`src/rtl/fsq_pkg.sv`:
```
`timescale 1ns/1ps
package fsq_pkg;
  typedef enum logic [2:0] {
    ST_IDLE,
    ST_RELEASE,
    ST_SCAN,
    ST_XFER,
    ST_ALLOC,
    ST_JUMP,
    ST_FINISH
  } fsq_state_e;

  typedef enum logic {
    OP_SETUP    = 1'b0,
    OP_TEARDOWN = 1'b1
  } fsq_op_e;
endpackage

```
`src/rtl/fsq_rst_sync.sv`:
```
`timescale 1ns/1ps
module fsq_rst_sync #(
  parameter int STAGES = 2
) (
  input  logic clk,
  input  logic arst_n,
  output logic rst_n_o
);
  logic [STAGES-1:0] sync_q;

  always_ff @(posedge clk or negedge arst_n) begin
    if (!arst_n) sync_q <= '0;
    else         sync_q <= {sync_q[STAGES-2:0], 1'b1};
  end

  assign rst_n_o = sync_q[STAGES-1];
endmodule

```
`src/rtl/fsq_pick.sv`:
```
`timescale 1ns/1ps
module fsq_pick #(
  parameter int N  = 12,
  localparam int IW = $clog2(N)
) (
  input  logic [N-1:0]  mask_i,
  input  logic          high_first_i,
  output logic [IW-1:0] idx_o,
  output logic          any_o
);
  logic [IW-1:0] lo_idx;
  logic [IW-1:0] hi_idx;

  // lowest set bit: scan downward so the last hit wins
  always_comb begin
    lo_idx = '0;
    for (int i = N - 1; i >= 0; i--) begin
      if (mask_i[i]) lo_idx = IW'(i);
    end
  end

  // highest set bit: scan upward so the last hit wins
  always_comb begin
    hi_idx = '0;
    for (int i = 0; i < N; i++) begin
      if (mask_i[i]) hi_idx = IW'(i);
    end
  end

  assign any_o = |mask_i;
  assign idx_o = high_first_i ? hi_idx : lo_idx;
endmodule

```
`src/rtl/fsq_ctrl.sv`:
```
`timescale 1ns/1ps
module fsq_ctrl
  import fsq_pkg::*;
#(
  parameter int N        = 12,
  parameter int BASE_REG = 20,
  parameter int AW       = 32,
  parameter int DW       = 32,
  parameter int FW       = 5,
  parameter int RIDX     = 5,
  localparam int IW      = $clog2(N)
) (
  input  logic            clk,
  input  logic            rst_n,
  input  logic            start_i,
  input  logic            op_i,
  input  logic [N-1:0]    list_i,
  input  logic [FW-1:0]   frame_i,
  input  logic [RIDX-1:0] jreg_i,
  input  logic [AW-1:0]   sp_i,
  output logic [N-1:0]    pick_mask_o,
  output logic            pick_high_o,
  input  logic [IW-1:0]   pick_idx_i,
  input  logic            pick_any_i,
  output logic [RIDX-1:0] rf_addr_o,
  input  logic [DW-1:0]   rf_rdata_i,
  output logic            rf_we_o,
  output logic [DW-1:0]   rf_wdata_o,
  output logic            mem_req_o,
  output logic            mem_we_o,
  output logic [AW-1:0]   mem_addr_o,
  output logic [DW-1:0]   mem_wdata_o,
  input  logic [DW-1:0]   mem_rdata_i,
  input  logic            mem_ack_i,
  output logic [AW-1:0]   sp_o,
  output logic            sp_we_o,
  output logic            jump_valid_o,
  output logic [DW-1:0]   jump_target_o,
  output logic            busy_o,
  output logic            done_o
);
  localparam logic [AW-1:0] WORD_BYTES = AW'(4);

  fsq_state_e      state_q, state_d;
  fsq_op_e         op_q;
  logic [N-1:0]    pend_q, pend_d;
  logic [FW-1:0]   frame_q;
  logic [RIDX-1:0] jreg_q;
  logic [AW-1:0]   sp_q, sp_d;
  logic [IW-1:0]   cur_q, cur_d;
  logic            latch_en;
  logic [AW-1:0]   frame_bytes;
  logic [RIDX-1:0] slot_reg;

  assign frame_bytes = {{(AW-FW-2){1'b0}}, frame_q, 2'b00};
  assign slot_reg    = RIDX'(BASE_REG) + RIDX'(cur_q);

  // next-state and datapath
  always_comb begin
    state_d  = state_q;
    sp_d     = sp_q;
    pend_d   = pend_q;
    cur_d    = cur_q;
    latch_en = 1'b0;
    case (state_q)
      ST_IDLE: begin
        if (start_i) begin
          latch_en = 1'b1;
          sp_d     = sp_i;
          pend_d   = list_i;
          state_d  = op_i ? ST_RELEASE : ST_SCAN;
        end
      end
      ST_RELEASE: begin
        sp_d    = sp_q + frame_bytes;
        state_d = ST_SCAN;
      end
      ST_SCAN: begin
        if (pick_any_i) begin
          cur_d = pick_idx_i;
          if (op_q == OP_SETUP) sp_d = sp_q - WORD_BYTES;
          state_d = ST_XFER;
        end else if (op_q == OP_SETUP) begin
          state_d = ST_ALLOC;
        end else if (jreg_q != '0) begin
          state_d = ST_JUMP;
        end else begin
          state_d = ST_FINISH;
        end
      end
      ST_XFER: begin
        if (mem_ack_i) begin
          pend_d[cur_q] = 1'b0;
          if (op_q == OP_TEARDOWN) sp_d = sp_q + WORD_BYTES;
          state_d = ST_SCAN;
        end
      end
      ST_ALLOC: begin
        sp_d    = sp_q - frame_bytes;
        state_d = ST_FINISH;
      end
      ST_JUMP:   state_d = ST_FINISH;
      ST_FINISH: state_d = ST_IDLE;
      default:   state_d = ST_IDLE;
    endcase
  end

  // registers
  always_ff @(posedge clk or negedge rst_n) begin
    if (!rst_n) begin
      state_q <= ST_IDLE;
      sp_q    <= '0;
      pend_q  <= '0;
      cur_q   <= '0;
    end else begin
      state_q <= state_d;
      sp_q    <= sp_d;
      pend_q  <= pend_d;
      cur_q   <= cur_d;
    end
  end

  always_ff @(posedge clk or negedge rst_n) begin
    if (!rst_n) begin
      op_q    <= OP_SETUP;
      frame_q <= '0;
      jreg_q  <= '0;
    end else if (latch_en) begin
      op_q    <= fsq_op_e'(op_i);
      frame_q <= frame_i;
      jreg_q  <= jreg_i;
    end
  end

  // outputs
  assign pick_mask_o   = pend_q;
  assign pick_high_o   = (op_q == OP_TEARDOWN);
  assign rf_addr_o     = (state_q == ST_JUMP) ? jreg_q : slot_reg;
  assign rf_we_o       = (state_q == ST_XFER) && mem_ack_i && (op_q == OP_TEARDOWN);
  assign rf_wdata_o    = mem_rdata_i;
  assign mem_req_o     = (state_q == ST_XFER);
  assign mem_we_o      = mem_req_o && (op_q == OP_SETUP);
  assign mem_addr_o    = sp_q;
  assign mem_wdata_o   = rf_rdata_i;
  assign jump_valid_o  = (state_q == ST_JUMP);
  assign jump_target_o = jump_valid_o ? rf_rdata_i : '0;
  assign done_o        = (state_q == ST_FINISH);
  assign sp_we_o       = done_o;
  assign sp_o          = sp_q;
  assign busy_o        = (state_q != ST_IDLE);

  // checks next to the logic they guard
  assert_pick_pending_R2: assert property (@(posedge clk) disable iff (!rst_n)
    (state_q == ST_SCAN && pick_any_i) |-> pend_q[pick_idx_i])
    else $error("pick points at a slot that is not pending");

  assert_store_predec_R3: assert property (@(posedge clk) disable iff (!rst_n)
    (state_q == ST_SCAN && pick_any_i && op_q == OP_SETUP) |=> (sp_q == $past(sp_q) - WORD_BYTES))
    else $error("setup store address not pre-decremented");

  assert_jump_only_teardown_R6: assert property (@(posedge clk) disable iff (!rst_n)
    jump_valid_o |-> (jreg_q != '0 && op_q == OP_TEARDOWN))
    else $error("branch pulse without a teardown target");

  assert_req_hold_R7: assert property (@(posedge clk) disable iff (!rst_n)
    (mem_req_o && !mem_ack_i) |=> (mem_req_o && $stable(mem_addr_o) && $stable(mem_we_o) && $stable(rf_addr_o)))
    else $error("memory request dropped or changed before acknowledge");

  assert_done_pulse_R9: assert property (@(posedge clk) disable iff (!rst_n)
    done_o |=> !done_o)
    else $error("done longer than one cycle");

  assert_start_ignored_R9: assert property (@(posedge clk) disable iff (!rst_n)
    (busy_o && start_i) |=> ($stable(op_q) && $stable(frame_q) && $stable(jreg_q)))
    else $error("start accepted while busy");
endmodule

```
`src/rtl/fsq_frame_seq.sv`:
```
`timescale 1ns/1ps
module fsq_frame_seq #(
  parameter int N        = 12,
  parameter int BASE_REG = 20,
  parameter int AW       = 32,
  parameter int DW       = 32,
  parameter int FW       = 5,
  parameter int RIDX     = 5
) (
  input  logic            clk,
  input  logic            arst_n,
  input  logic            start_i,
  input  logic            op_i,
  input  logic [N-1:0]    list_i,
  input  logic [FW-1:0]   frame_i,
  input  logic [RIDX-1:0] jreg_i,
  input  logic [AW-1:0]   sp_i,
  output logic [RIDX-1:0] rf_addr_o,
  input  logic [DW-1:0]   rf_rdata_i,
  output logic            rf_we_o,
  output logic [DW-1:0]   rf_wdata_o,
  output logic            mem_req_o,
  output logic            mem_we_o,
  output logic [AW-1:0]   mem_addr_o,
  output logic [DW-1:0]   mem_wdata_o,
  input  logic [DW-1:0]   mem_rdata_i,
  input  logic            mem_ack_i,
  output logic [AW-1:0]   sp_o,
  output logic            sp_we_o,
  output logic            jump_valid_o,
  output logic [DW-1:0]   jump_target_o,
  output logic            busy_o,
  output logic            done_o
);
  localparam int IW = $clog2(N);

  logic          rst_n;
  logic [N-1:0]  pick_mask;
  logic          pick_high;
  logic [IW-1:0] pick_idx;
  logic          pick_any;

  fsq_rst_sync #(.STAGES(2)) u_rst (
    .clk     (clk),
    .arst_n  (arst_n),
    .rst_n_o (rst_n)
  );

  fsq_pick #(.N(N)) u_pick (
    .mask_i       (pick_mask),
    .high_first_i (pick_high),
    .idx_o        (pick_idx),
    .any_o        (pick_any)
  );

  fsq_ctrl #(
    .N(N), .BASE_REG(BASE_REG), .AW(AW), .DW(DW), .FW(FW), .RIDX(RIDX)
  ) u_ctrl (
    .clk           (clk),
    .rst_n         (rst_n),
    .start_i       (start_i),
    .op_i          (op_i),
    .list_i        (list_i),
    .frame_i       (frame_i),
    .jreg_i        (jreg_i),
    .sp_i          (sp_i),
    .pick_mask_o   (pick_mask),
    .pick_high_o   (pick_high),
    .pick_idx_i    (pick_idx),
    .pick_any_i    (pick_any),
    .rf_addr_o     (rf_addr_o),
    .rf_rdata_i    (rf_rdata_i),
    .rf_we_o       (rf_we_o),
    .rf_wdata_o    (rf_wdata_o),
    .mem_req_o     (mem_req_o),
    .mem_we_o      (mem_we_o),
    .mem_addr_o    (mem_addr_o),
    .mem_wdata_o   (mem_wdata_o),
    .mem_rdata_i   (mem_rdata_i),
    .mem_ack_i     (mem_ack_i),
    .sp_o          (sp_o),
    .sp_we_o       (sp_we_o),
    .jump_valid_o  (jump_valid_o),
    .jump_target_o (jump_target_o),
    .busy_o        (busy_o),
    .done_o        (done_o)
  );
endmodule

```
`config.mk`:
```
export PLATFORM = sky130hd
export DESIGN_NAME = fsq_frame_seq
export DESIGN_NICKNAME = d
export VERILOG_FILES = /design/src/rtl/fsq_pkg.sv /design/src/rtl/fsq_rst_sync.sv /design/src/rtl/fsq_pick.sv /design/src/rtl/fsq_ctrl.sv /design/src/rtl/fsq_frame_seq.sv
export SDC_FILE = /design/constraint.sdc
export NUM_CORES = 1
export LEC_CHECK = 0
export ABC_AREA = 1
export BUFFER_PORTS_ARGS = -buffer_cell sky130_fd_sc_hd__buf_2
export CAP_MARGIN = 20
export CORE_MARGIN = 4
export CORE_UTILIZATION = 25
export CTS_BUF_LIST = sky130_fd_sc_hd__clkbuf_8
export CTS_CLUSTER_DIAMETER = 40
export CTS_CLUSTER_SIZE = 16
export DETAILED_ROUTE_END_ITERATION = 16
export PLACE_DENSITY_LB_ADDON = 0.15
export SLEW_MARGIN = 25
export SYNTH_ARGS = -nofsm -noshare
export SYNTH_HDL_FRONTEND = slang
export SYNTH_SLANG_ARGS = --single-unit
```
`constraint.sdc`:
```
create_clock -name clk -period 5.2 [get_ports clk]
set_clock_uncertainty 0.2 [all_clocks]
set_input_delay 0.52 -clock clk [delete_from_list [all_inputs] [get_ports clk]]
set_output_delay 0.52 -clock clk [all_outputs]
set_load 0.01 [all_outputs]
```
==> results.sh <==
export IMPL_clk_latency_ns=0.37
export IMPL_cts_tree="done"
export IMPL_htreeDepth=3
export IMPL_initial_core_util=0.2569
export IMPL_dpl_hpwl_um=19560
export IMPL_cp_start_kind="flop"
export IMPL_setup_tns_ns=0
export IMPL_synth_top_area_share=0.2454
export IMPL_first_iter_violations=310
export IMPL_drt_wl_total_um=23910
export IMPL_fin_crit_ns=3.939
export IMPL_period_share=0.7575
export IMPL_ant_nets=0
export IMPL_ys_ff_latch=64
export IMPL_yosys_warnings=0
export IMPL_routedWlPerCell_um=15.86
export IMPL_final_hold_viol_count=0
export IMPL_fp_row_count=58
export IMPL_grt_pass1_wl_um=37090
export IMPL_outcome="completed"
export IMPL_yosys_area_share_adder=0.04717
export IMPL_setup_viol=0
export IMPL_worstPathArrival_ns=3.22
export IMPL_p_int_mw=2.720
export IMPL_via_per_inst=4.484
export IMPL_p_total_mw=6.493
export IMPL_dieArea_mm2=0.02875
export IMPL_min_path_type="in -> reg"
export IMPL_place_congestion=0.9373
export IMPL_root_buffer="clkbuf_8"
export IMPL_rsz0062_at_grt="no"
export IMPL_die_h_um=169.6
export IMPL_synthMuxAreaShare=0
export IMPL_dpl_cell_area_mm2=0.007258
export IMPL_numCtsBuffers=9
export IMPL_core_area_mm2=0.02540
export IMPL_grt_pass1_vias=6691
export IMPL_worst_slew_pin_slew_ns=0.8949
export IMPL_syn_nets=1195
export IMPL_pwr_share_comb=0.750
export IMPL_crit_fanout=34
export IMPL_antenna_found_initial=0
export IMPL_switching_share=0.5810
export IMPL_slew_headroom=0.4034
export IMPL_ys_seq_area_frac=0.2454
export IMPL_final_cell_area_mm2=0.007511
export IMPL_cp_end_kind="output port"
export IMPL_synth_top_area_cell="dfrtp_1"
export IMPL_synth_top_family_by_area="simple AND/OR/NAND/NOR gates"
export IMPL_avgSynthCellArea_um2=6.226
export IMPL_diodes=0
export IMPL_syn_inst=1048
export IMPL_synth_compound_area_share=0.1329
export IMPL_die_w_um=169.6
export IMPL_drc=0
export IMPL_ir_drop_uv=251.2
export IMPL_clk_pin_slew_ns=0.09
export IMPL_final_core_util=0.2957
export IMPL_synth_area_top_cells="dfrtp_1, nand2_1, buf_4"
export IMPL_seqPwrFrac=0.165
export IMPL_max_cap_violations=0
export IMPL_dr_pass1_iters=5
export IMPL_synth_xor_area_frac=0.01745
export IMPL_p_sw_mw=3.773
export IMPL_dr_total_vias=6758
export IMPL_grt_overflow_total=0
export IMPL_syn_cell_area_mm2=0.006525
export IMPL_worstSetupPathType="reg -> out"
export IMPL_portBuffers=230
export IMPL_cp_required_ns=4.48
export IMPL_grt_max_degree=63
export IMPL_clkPwrFrac=0.085
export IMPL_timing_max_transition_violations_final=0
export IMPL_power_leakage_nw=4.274
export IMPL_synth_simple_area_share=0.3348
export IMPL_cts_sinks=64
export IMPL_grt_total_usage=0.1647
export IMPL_cellPowerDensity_mw_per_mm2=864.5
export IMPL_whs_ns=0.1475
export IMPL_drive_above_1_share=0.2370
export IMPL_max_freq_mhz=253.9
export IMPL_area_growth_pct=15.11
export IMPL_clk_path_buf_depth=2
export IMPL_ios=295
export IMPL_synth_cell_types=46
export IMPL_final_nets=1319
export IMPL_cts_setup_buffers=0
## power groups by stage
stage / clock, mW / sequential [mW] / combinational (mW)
2_1_floorplan: 0 / 1.03 / 3.70
3_3_place_gp: 0 / 1.09 / 4.93
3_5_place_dp: 0 / 1.09 / 4.92
4_1_cts: 0.574 / 1.08 / 4.93
5_1_grt: 0.596 / 1.12 / 5.57
6_report: 0.555 / 1.07 / 4.87
## final cells by class
| type | count | area, um^2 |
|---|---|---|
| Clock buffer | 9 | 123.9 |
| Clock inverter | 7 | 118.9 |
| Fill cell | 2909 | 17890 |
| Inverter | 153 | 576.8 |
| Multi-Input combinational cell | 709 | 3485 |
| Sequential cell | 64 | 1603 |
| Tap cell | 330 | 412.9 |
| Timing Repair Buffer | 235 | 1191 |
## worst max-delay path, stage by stage (launching register included)
cell      delay [ns]
dfrtp_1         0.58
inv_2           0.13
nor3_2          0.50
clkinv_1        0.87
o21ai_0         0.55
buf_2           0.21
## flip-flops by register name (all words and copies together), names as in the netlist
| name | cells |
|---|---|
| u_ctrl.pick_mask_o | 12 |
| u_ctrl.state_q | 3 |
| u_rst.sync_q | 2 |
| u_ctrl.frame_q | 5 |
| u_ctrl.jreg_q | 5 |
| u_ctrl.cur_q | 4 |
| u_ctrl.pick_high_o | 1 |
| u_ctrl.mem_addr_o | 32 |
## stage by stage
stage / instances / setup slack, ns
floorplan: 1048 / 2.167
finish: 1507 / 1.261
CTS: 1507 / 1.083
global placement: 1490 / 1.485
detailed placement: 1490 / 1.521
global route: 1507 / 0.8174
## logic make-up (layout without fill, tap and decap cells)
family                   Yosys count  after routing
other                              1              1
AO/OA/AOI/OAI                    156            156
adder cells (fa/ha/maj)           24             24
AND/OR/NAND/NOR                  515            515
flip-flops                        64             64
XOR/XNOR                          13             13
buffers and inverters            275            404
## layout by cell type, fill, tap and decap left out, drive strengths merged, types with 4 or more instances in the layout
cell,netlist,final
a22oi,10,10
buf,106,234
xor2,7,7
nor3,11,11
a21oi,45,45
nand2,282,282
ha,23,23
inv,149,150
nand4,9,9
nor2,134,134
clkbuf,16,9
xnor2,6,6
nand3,76,76
dfrtp,64,64
clkinv,4,5
o21ai,79,79
o22ai,4,4
## routing by layer
layer	wire [um]	global-route usage	vias up
met5	0	0	-
met1	10400	0.2080	3008
met4	351	0.04130	0
met2	11560	0.2886	257
li1	-	-	3471
met3	1595	0.03284	22
## repair_timing
action | in CTS | in global routing
gates resized for setup | 0 | 0
hold buffers | 1 | 0
endpoints found under the hold margin | 2 | 0
## cell usage after synthesis (all sizes together)
library cell / instances
a21oi: 45
a22oi: 10
ha: 23
o211ai: 1
buf: 106
nor2: 134
o21bai: 3
nand4: 9
xnor2: 6
conb: 1
o21a: 2
a31oi: 3
a221oi: 3
nand3: 76
a311oi: 1
xor2: 7
o22ai: 4
nand2: 282
o221ai: 1
fa: 1
clkbuf: 16
inv: 149
or2: 1
a21boi: 3
o2111ai: 1
nor3: 11
dfrtp: 64
clkinv: 4
o21ai: 79
nand3b: 2
## worst paths after layout
check | cells after the start | startpoint | endpoint | slack (ns)
max | 5 | u_ctrl.state_q[2]$_DFFE_PN0P_ | rf_addr_o[3] | 1.26
min | 3 | sp_i[0] | u_ctrl.mem_addr_o[0]$_DFFE_PN0P_ | 0.15
max reg2reg | 21 | u_ctrl.state_q[1]$_DFFE_PN0P_ | u_ctrl.mem_addr_o[24]$_DFFE_PN0P_ | 1.63
min reg2reg | 0 | u_rst.sync_q[0]$_DFF_PN0_ | u_rst.sync_q[1]$_DFF_PN0_ | 0.16
max in group asynchronous | 1 | u_rst.sync_q[1]$_DFF_PN0_ | u_ctrl.frame_q[0]$_DFFE_PN0P_ | 3.93
min in group asynchronous | 1 | u_rst.sync_q[1]$_DFF_PN0_ | u_ctrl.mem_addr_o[27]$_DFFE_PN0P_ | 0.26
(Power assumes the default switching activity.)
